<file path="src/rtl/evt_timer_pkg.sv">
package evt_timer_pkg;
  localparam int ADDR_W = 5;

  typedef enum logic [ADDR_W-1:0] {
    OFS_CTRL = 5'h00,
    OFS_RELD = 5'h04,
    OFS_CNT  = 5'h08,
    OFS_IEN  = 5'h0C,
    OFS_STS  = 5'h10
  } reg_ofs_e;

  localparam int BIT_RUN = 0;
  localparam int BIT_ARL = 1;
  localparam int BIT_OVF = 0;
  localparam int BIT_IEN = 0;
endpackage

</file>
<file path="src/rtl/evt_timer_core.sv">
module evt_timer_core #(
  parameter int CNT_W = 32
) (
  input  logic             clk,
  input  logic             rst,
  input  logic             run,
  input  logic             arl,
  input  logic             tick_en,
  input  logic             cnt_wr,
  input  logic [CNT_W-1:0] cnt_wdata,
  input  logic [CNT_W-1:0] reld,
  output logic [CNT_W-1:0] cnt,
  output logic             wrap
);
  localparam logic [CNT_W-1:0] CNT_MAX = '1;

  logic step;
  assign step = run && tick_en && !cnt_wr;
  assign wrap = step && (cnt == CNT_MAX);

  always_ff @(posedge clk) begin
    if (rst) begin
      cnt <= '0;
    end else if (cnt_wr) begin
      cnt <= cnt_wdata;
    end else if (wrap) begin
      cnt <= arl ? reld : '0;
    end else if (step) begin
      cnt <= cnt + 1'b1;
    end
  end
endmodule

</file>
<file path="src/rtl/evt_timer_regs.sv">
module evt_timer_regs
  import evt_timer_pkg::*;
#(
  parameter int DATA_W = 32
) (
  input  logic              clk,
  input  logic              rst,
  input  logic              bus_wr,
  input  logic [ADDR_W-1:0] bus_addr,
  input  logic [DATA_W-1:0] bus_wdata,
  input  logic [DATA_W-1:0] cnt,
  input  logic              wrap,
  output logic              run,
  output logic              arl,
  output logic [DATA_W-1:0] reld,
  output logic              ien,
  output logic              sts,
  output logic              cnt_wr,
  output logic [DATA_W-1:0] bus_rdata
);
  logic ctrl_wr, reld_wr, ien_wr, sts_wr;

  assign ctrl_wr = bus_wr && (bus_addr == OFS_CTRL);
  assign reld_wr = bus_wr && (bus_addr == OFS_RELD);
  assign cnt_wr  = bus_wr && (bus_addr == OFS_CNT);
  assign ien_wr  = bus_wr && (bus_addr == OFS_IEN);
  assign sts_wr  = bus_wr && (bus_addr == OFS_STS);

  always_ff @(posedge clk) begin
    if (rst) begin
      run <= 1'b0;
      arl <= 1'b0;
    end else if (ctrl_wr) begin
      run <= bus_wdata[BIT_RUN];
      arl <= bus_wdata[BIT_ARL];
    end else if (wrap && !arl) begin
      run <= 1'b0;
    end
  end

  always_ff @(posedge clk) begin
    if (rst) begin
      reld <= '0;
    end else if (reld_wr) begin
      reld <= bus_wdata;
    end
  end

  always_ff @(posedge clk) begin
    if (rst) begin
      ien <= 1'b0;
    end else if (ien_wr) begin
      ien <= bus_wdata[BIT_IEN];
    end
  end

  always_ff @(posedge clk) begin
    if (rst) begin
      sts <= 1'b0;
    end else if (wrap) begin
      sts <= 1'b1;
    end else if (sts_wr && bus_wdata[BIT_OVF]) begin
      sts <= 1'b0;
    end
  end

  logic [DATA_W-1:0] rd_mux;
  always_comb begin
    rd_mux = '0;
    unique case (bus_addr)
      OFS_CTRL: begin
        rd_mux[BIT_RUN] = run;
        rd_mux[BIT_ARL] = arl;
      end
      OFS_RELD: rd_mux = reld;
      OFS_CNT:  rd_mux = cnt;
      OFS_IEN:  rd_mux[BIT_IEN] = ien;
      OFS_STS:  rd_mux[BIT_OVF] = sts;
      default:  rd_mux = '0;
    endcase
  end

  always_ff @(posedge clk) begin
    if (rst) begin
      bus_rdata <= '0;
    end else begin
      bus_rdata <= rd_mux;
    end
  end
endmodule

</file>
<file path="src/rtl/evt_timer_irq.sv">
module evt_timer_irq (
  input  logic clk,
  input  logic rst,
  input  logic sts,
  input  logic ien,
  output logic irq_o
);
  always_ff @(posedge clk) begin
    if (rst) begin
      irq_o <= 1'b0;
    end else begin
      irq_o <= sts && ien;
    end
  end
endmodule

</file>
<file path="src/rtl/evt_timer.sv">
module evt_timer
  import evt_timer_pkg::*;
#(
  parameter int CNT_W = 32
) (
  input  logic              clk,
  input  logic              rst,
  input  logic              tick_en,
  input  logic              bus_wr,
  input  logic [ADDR_W-1:0] bus_addr,
  input  logic [CNT_W-1:0]  bus_wdata,
  output logic [CNT_W-1:0]  bus_rdata,
  output logic              irq_o
);
  logic             run_q, arl_q, ien_q, sts_q, cnt_wr, wrap_evt;
  logic [CNT_W-1:0] reld_q, cnt_q;

  evt_timer_regs #(.DATA_W(CNT_W)) u_regs (
    .clk(clk), .rst(rst), .bus_wr(bus_wr), .bus_addr(bus_addr),
    .bus_wdata(bus_wdata), .cnt(cnt_q), .wrap(wrap_evt),
    .run(run_q), .arl(arl_q), .reld(reld_q), .ien(ien_q), .sts(sts_q),
    .cnt_wr(cnt_wr), .bus_rdata(bus_rdata)
  );

  evt_timer_core #(.CNT_W(CNT_W)) u_core (
    .clk(clk), .rst(rst), .run(run_q), .arl(arl_q), .tick_en(tick_en),
    .cnt_wr(cnt_wr), .cnt_wdata(bus_wdata), .reld(reld_q),
    .cnt(cnt_q), .wrap(wrap_evt)
  );

  evt_timer_irq u_irq (
    .clk(clk), .rst(rst), .sts(sts_q), .ien(ien_q), .irq_o(irq_o)
  );
endmodule

</file>
<file path="config.mk">
export PLATFORM = sky130hd
export DESIGN_NAME = evt_timer
export DESIGN_NICKNAME = d
export VERILOG_FILES = /design/src/rtl/evt_timer_pkg.sv /design/src/rtl/evt_timer_core.sv /design/src/rtl/evt_timer_regs.sv /design/src/rtl/evt_timer_irq.sv /design/src/rtl/evt_timer.sv
export SDC_FILE = /design/constraint.sdc
export NUM_CORES = 1
export LEC_CHECK = 0
export BUFFER_PORTS_ARGS = -buffer_cell sky130_fd_sc_hd__buf_2
export CAP_MARGIN = 20
export CORE_MARGIN = 3
export CORE_UTILIZATION = 40
export DETAILED_ROUTE_END_ITERATION = 12
export PLACE_DENSITY = 0.72
export SYNTH_ARGS = -nofsm -noshare
export SYNTH_HDL_FRONTEND = slang
export SYNTH_SLANG_ARGS = --single-unit
</file>
<file path="constraint.sdc">
create_clock -name clk -period 2.13 [get_ports clk]
set_input_delay 0.213 -clock clk [delete_from_list [all_inputs] [get_ports clk]]
set_output_delay 0.213 -clock clk [all_outputs]
set_load 0.01 [all_outputs]
</file>
==> metrics.txt, run 1 <==
Synth Instances=608; H-tree depth=3; cts hold-fix bufs=0; Max-slew headroom=0.704; Cell Pwr Density=610 nW/um^2; Max VDD drop=0.510 mV; DIE HEIGHT=115 um; area delta synth->final=28.9%; Worst Path Arrival=2340 ps; final WL=14,500 um; Total Die Area=13,300 um^2; measured slew at the worst slew-check pin=444 ps; Std-Cell Rows=39; #FFs+latches synth=101; worst path buffer plus inverter count=2; CP max stage delay=580 ps; Die X=115 um; status=complete, no violations; layout cell share with drive strength beyond 1=0.271; clk_skew=6.94 ps; setup repair after global routing missed its margin=yes; Post-Place Cells=852; DRT iter0 DRCs=451; post-synth top area share=0.424; critical path peak fanout=4; Mapped Nets=650; Vias/cell=5.59; initial antenna violation count=0; Detailed Place HPWL=10,100 um; clk buf depth=2; CTS tree=done; final non-filler cell area=6140 um^2; hold crit path type=input pin to flip-flop; gr usage total=0.225; crit path cell chain=nand4_1 > or4_4 > nor4_4 > buf_4 > buf_4 > nand3_1 > a221oi_2; Yosys cell types=48; Worst-path clk slew=70 ps; Final #Nets=768; synthesized cell area=4760 um^2; max frequency=0.483 GHz; I/O Buffers=73; Core Region=11,500 um^2; yosys warns=0; Worst-Skew Late Latency=350 ps; CP dominant cell by count=buf_4; fin cells=874; DR WL/cell=16.6 um; CTS Root Cell=clkbuf_16; CP startpoint kind=flip-flop; commonest non-fill, non-tap cell in the layout=nand2_1; most frequent cells in the layout=105 x nand2_1, 91 x dfxtp_1, 75 x buf_4; CP required=2400 ps; sequential element share of the synthesized area=0.424; maxcap violations=0; Residual DRC=0; slowest stage cell, crit path=or4_4; Placed Area=5710 um^2; max-slew violations=0; grt ovf=0; critical path class=flip-flop to flip-flop; Synth Area per Inst=7.84 um^2; ys flop type=dfxtp_1; io pins=74; post-route ant nets=0; first-pass GRT wire length=23,800 um; Initial Util=0.414; Clock Sinks=101; Vias=4,890; endpoint type of the worst setup path=flip-flop; Setup violations, final=0; Tmin final=2070 ps; vias in the first global route=4,750; CTS buffer count=9; 1st-pass router iterations=6; Tcrit/Tclk final=0.972; Post-synth EDFFs=0; Inserted Diodes=0; power consumption=3750 uW; dominant cells by area after synthesis=dfxtp_1 42%, nand2_1 8.3%, a21oi_1 6.9%, nor2_1 5.3%, a22oi_1 4.9%; leakage=0.00244 uW; post-synth top area cell=dfxtp_1; Fin Setup TNS=0 ps; post-synthesis async set-or-reset flop share=0; Final Hold Viols=0; GPL Wtd Cong=0.927; Crit path max-delay family=simple AND/OR/NAND/NOR gates; largest net degree at the start of global routing=104
-- routing by layer --
layer / global-route usage / share of wire / up-vias
met5: 0 / 0 / -
met4: 0.0587 / 0.013 / 0
met3: 0.0447 / 0.059 / 16
met2: 0.387 / 0.48 / 169
met1: 0.289 / 0.44 / 2318
li1: - / - / 2387
-- worst min-delay path: stages --
cell and delay, ps:
buf_2 100, nand2_1 50, a21oi_1 50
-- cell families after synthesis --
group | share of synthesized area
DFF | 0.424
AOI/OAI and AO/OA | 0.204
adders and majority gates | 0.00263
xor gates and xnor gates | 0.0460
buffers and inverters | 0.0404
muxes | 0.0147
and+or+nand+nor | 0.268
-- worst paths after layout --
kind                               start                            to  slack, ps  cells past startpoint
min reg2reg      u_regs.ien$_SDFFE_PP0P_        u_irq.irq_o$_SDFF_PP0_        470                      2
min                        bus_wdata[25]  u_regs.reld[25]$_SDFFE_PP0P_        110                      3
max reg2reg  u_core.cnt[15]$_SDFFE_PP0P_   u_core.cnt[16]$_SDFFE_PP0P_         60                      7
max          u_core.cnt[15]$_SDFFE_PP0P_   u_core.cnt[16]$_SDFFE_PP0P_         60                      7
-- layout make-up --
| type | instances | area [um^2] |
|---|---|---|
| Clock inverter | 5 | 60.1 |
| Sequential cell | 101 | 2030 |
| Fill cell | 1092 | 5370 |
| Timing Repair Buffer | 152 | 991 |
| Tap cell | 143 | 179 |
| Inverter | 4 | 15.0 |
| Multi-Input combinational cell | 458 | 2620 |
| Clock buffer | 11 | 243 |
-- cell usage after synthesis (all sizes together) (4+ instances only) --
| library cell | instances |
|---|---|
| nand2 | 105 |
| dfxtp | 101 |
| nor2 | 67 |
| a21oi | 66 |
| clkbuf | 40 |
| a22oi | 31 |
| nand3 | 28 |
| nand4 | 21 |
| o21ai | 18 |
| and3 | 14 |
| xor2 | 13 |
| xnor2 | 12 |
| nor3 | 10 |
| a211o | 7 |
| a211oi | 7 |
| mux2i | 7 |
| nor4 | 7 |
| or3 | 7 |
| o22ai | 6 |
| and2 | 5 |
| buf | 5 |
| a31oi | 4 |
| inv | 4 |
-- sequential cells by signal, summed over array words and instances, names as in the netlist --
register	cells
u_regs.run	1
u_regs.arl	1
u_regs.ien	1
u_regs.sts	1
u_regs.bus_rdata	32
u_irq.irq_o	1
u_core.cnt	32
u_regs.reld	32
-- timing repair --
action | in CTS | in global routing
setup buffers | 1 | 5
setup endpoints to repair | 1 | 22
gates resized for setup | 0 | 28
pin swaps | 0 | 6
-- through the flow --
step | util | worst slack [ps] | hold WS, ps
after floorplan | - | 1.02 | 349
after global placement | 0.496 | 35.3 | 459
after detailed placement | 0.496 | 9.14 | 455
after CTS | 0.522 | 12.5 | 96.7
after global routing | 0.533 | -42.9 | 98.0
final | 0.533 | 59.8 | 108
-- where the power goes --
group	internal, uW	total [uW]	switching (uW)
clock network	946	1670	729
logic	63.7	168	104
registers	1900	1910	8.90
Note: power is estimated with default switching activity, not from simulation.
==> run 2, diff against run 1 <==
- ABC_AREA: unset -> 1
- HOLD_SLACK_MARGIN: unset -> 0.08
- PLACE_DENSITY: 0.72 -> 0.71
==> run 2 against run 1 <==
  * Clock-buffer cell count up 1
  * Critical endpoint unchanged
  * Flip-flop and latch count stayed put
  * Via count rose by 13%
  * Critical path type unchanged
  * Register-to-register slack better by 150 ps
  * Cell area rose by 5.4%
  * Sequential power is essentially flat
  * Synthesized cell count grew 42%
  * Core utilization shrank 5.2 points
  * Combinational power grew 11%
  * Hold slack better by 22 ps
  * Setup slack gained 150 ps
  * Routed wire length up 5.3%
==> metrics.txt, run 2 <==
DRT iter0 DRCs=395 (was 451); yosys warns=0 (unchanged); Post-Place Cells=1,090 (was 852); worst path buffer plus inverter count=0 (was 2); Setup violations, final=0 (unchanged); Worst Hold Path EP=u_regs.arl$_SDFFE_PP0P_ (was u_regs.reld[25]$_SDFFE_PP0P_); vias in the first global route=5,303 (was 4,750); io pins=74 (unchanged); Final #Nets=970 (was 768); Crit path max-delay family=simple AND/OR/NAND/NOR gates (unchanged); post-synth top area cell=dfxtp_1 (unchanged); setup repair after global routing missed its margin=no (was yes); Vias/cell=5.00 (was 5.59); cts hold-fix bufs=0 (unchanged); Std-Cell Rows=42 (was 39); CP dominant cell by count=nor2_4 (was buf_4); gr usage total=0.199 (was 0.225); initial antenna violation count=0 (unchanged); Synth Instances=866 (was 608); post-synthesis async set-or-reset flop share=0 (unchanged); clk_skew=9.76 ps (was 6.94 ps); 1st-pass router iterations=5 (was 6); Residual DRC=0 (unchanged); Vias=5,544 (was 4,890); commonest non-fill, non-tap cell in the layout=inv_1 (was nand2_1); most frequent cells in the layout=181 x inv_1, 169 x nand2_1, 101 x dfxtp_1 (was 105 x nand2_1, 91 x dfxtp_1, 75 x buf_4); largest net degree at the start of global routing=67 (was 104); Worst-path clk slew=70 ps (about the same); most frequent cell after synthesis=inv_1 (was nand2_1); final WL=15,300 um (was 14,500 um); Mapped Nets=908 (was 650); worst setup margin=210 ps (was 59.8 ps); clk buf depth=2 (unchanged); Detailed Place HPWL=10,300 um (was 10,100 um); #FFs+latches synth=101 (unchanged); slowest stage cell, crit path=dfxtp_1 (was or4_4); post-route ant nets=0 (unchanged); first-pass GRT wire length=25,800 um (was 23,800 um); Max VDD drop=0.422 mV (was 0.510 mV); Placed Area=6150 um^2 (was 5710 um^2); grt ovf=0 (unchanged); worst hold start=bus_wdata[1] (was bus_wdata[25]); r2r worst-path depth=10 (was 7); endpoint type of the worst setup path=flip-flop (unchanged); Yosys cell types=34 (was 48); DR WL/cell=13.8 um (was 16.6 um); status=complete, no violations (unchanged); CTS buffer count=9 (unchanged); post-synth top area share=0.361 (was 0.424); pre-CTS setup slack=40.4 ps (was 9.14 ps); Tcrit/Tclk final=0.902 (was 0.972); I/O Buffers=73 (unchanged); hold crit path type=input pin to flip-flop (unchanged); largest registers=u_core.cnt: 32 flops, u_regs.bus_rdata: 32 flops, u_regs.reld: 32 flops (unchanged); ys flop type=dfxtp_1 (unchanged); Clock Sinks=101 (unchanged); CTS tree=done (unchanged); Tmin final=1920 ps (was 2070 ps); critical path peak fanout=8 (was 4); area delta synth->final=15.6% (was 28.9%); post-layout util=0.481 (was 0.533); synthesized cell area=5600 um^2 (was 4760 um^2); H-tree depth=3 (unchanged); Post-synth EDFFs=0 (unchanged); max-slew violations=0 (unchanged); Fin Setup TNS=0 ps (unchanged); CP max stage delay=360 ps (was 580 ps); GPL Wtd Cong=0.911 (was 0.927); R2R Setup Slk=210 ps (was 60 ps); Core Region=13,500 um^2 (was 11,500 um^2); fin cells=1,109 (was 874); maxcap violations=0 (unchanged); DIE HEIGHT=124 um (was 115 um); Total Die Area=15,500 um^2 (was 13,300 um^2); Cell Pwr Density=564 nW/um^2 (was 610 nW/um^2); Max-slew headroom=0.631 (was 0.704); Final Hold Viols=0 (unchanged); leakage=0.00267 uW (was 0.00244 uW); Worst Path Arrival=2160 ps (was 2340 ps); crit path cell chain=ha_1 > nand2_1 > nor2_4 > nand2_4 > nor2_4 > nand2_1 > nor2_4 > nand3_1 > nand3_1 > a21oi_1 (was nand4_1 > or4_4 > nor4_4 > buf_4 > buf_4 > nand3_1 > a221oi_2); measured slew at the worst slew-check pin=552 ps (was 444 ps); max frequency=0.521 GHz (was 0.483 GHz); CTS Root Cell=clkbuf_16 (unchanged); Crit Reg-Reg Startpoint=u_core.cnt[1]$_SDFFE_PP0P_ (was u_core.cnt[15]$_SDFFE_PP0P_); critical path class=flip-flop to flip-flop (unchanged); sequential element share of the synthesized area=0.361 (was 0.424); Synth Area per Inst=6.47 um^2 (was 7.84 um^2); CP required=2370 ps (was 2400 ps); final non-filler cell area=6470 um^2 (was 6140 um^2); CP startpoint kind=flip-flop (unchanged); layout cell share with drive strength beyond 1=0.165 (was 0.271); Hold Path Depth=3 (unchanged); dominant cells by area after synthesis=dfxtp_1 36%, inv_1 12%, nand2_1 11%, o22ai_1 7.2%, nand3_1 6.1% (was dfxtp_1 42%, nand2_1 8.3%, a21oi_1 6.9%, nor2_1 5.3%, a22oi_1 4.9%); Inserted Diodes=0 (unchanged); Initial Util=0.416 (was 0.414); Worst-Skew Late Latency=360 ps (was 350 ps); Commonest cells post-synth=181 x inv_1, 169 x nand2_1, 101 x dfxtp_1, 76 x nor2_1, 68 x nand3_1 (was 105 x nand2_1, 101 x dfxtp_1, 67 x nor2_1, 66 x a21oi_1, 39 x clkbuf_1); Die X=124 um (was 115 um); FF-to-FF End=u_core.cnt[16]$_SDFFE_PP0P_ (unchanged)
run 2: worst max path at each step:
stage                             endpoint                  startpoint  cells past startpoint  slack (ps)
4_1_cts        u_core.cnt[16]$_SDFFE_PP0P_  u_core.cnt[1]$_SDFFE_PP0P_                     10          50
3_3_place_gp   u_core.cnt[22]$_SDFFE_PP0P_  u_core.cnt[0]$_SDFFE_PP0P_                     10          70
3_5_place_dp   u_core.cnt[16]$_SDFFE_PP0P_  u_core.cnt[1]$_SDFFE_PP0P_                     10          40
5_1_grt         u_core.cnt[8]$_SDFFE_PP0P_  u_core.cnt[1]$_SDFFE_PP0P_                     10           7
6_report       u_core.cnt[16]$_SDFFE_PP0P_  u_core.cnt[1]$_SDFFE_PP0P_                     10         210
2_1_floorplan  u_core.cnt[22]$_SDFFE_PP0P_  u_core.cnt[0]$_SDFFE_PP0P_                     10         500
run 2: worst register-to-register path, delay by kind of cell (launching register included):
kind	cells	cell delay [ps]
and+or+nand+nor	8	1190
DFF	1	360
AOI/OAI and AO/OA	1	60
adders and majority gates	1	200
run 2: what timing repair did:
action | CTS | global route
endpoints found under the setup margin | 0 | 8
gates resized for setup | 0 | 1
buffers inserted | 0 | 3
run 2: final cells by class:
type                    instances  area [um^2]
fillers                      1413         6980
multi-input cells             537         2700
flip-flops and latches        101         2020
inverters                     187          702
repair buffers                 92          558
clock buffers                  12          246
well taps                     176          220
clock inverters                 4         23.8
run 2: cell families after synthesis:
family	after synthesis	synth area share
compound gates	172	0.176
xor+xnor	13	0.0203
fa+ha+maj	1	0.00223
buf+inv	228	0.158
flops	101	0.361
simple gates	351	0.283
run 2: layer usage:
layer  wire length [um]  share of wire  vias to the layer above  GRT usage
met4                360          0.024                        0     0.0774
met1               7220           0.47                     2507      0.268
met5                  0              0                        -          0
met3                882          0.058                       27     0.0433
li1                   -              -                     2848          -
met2               6800           0.45                      162      0.311
run 2: metrics by stage:
step	hold WS (ps)	power [uW]
2_1_floorplan	361	2050
3_3_place_gp	454	2130
3_5_place_dp	459	2140
4_1_cts	115	3690
5_1_grt	163	3770
6_report	129	3650
run 2: report_power, final:
part | internal [uW] | leakage [uW] | total (uW) | switching (uW)
clock | 821 | 0.000136 | 1550 | 732
combinational | 64.4 | 0.00172 | 186 | 121
sequential | 1900 | 0.000814 | 1910 | 9.32
total | 2790 | 0.00267 | 3650 | 863
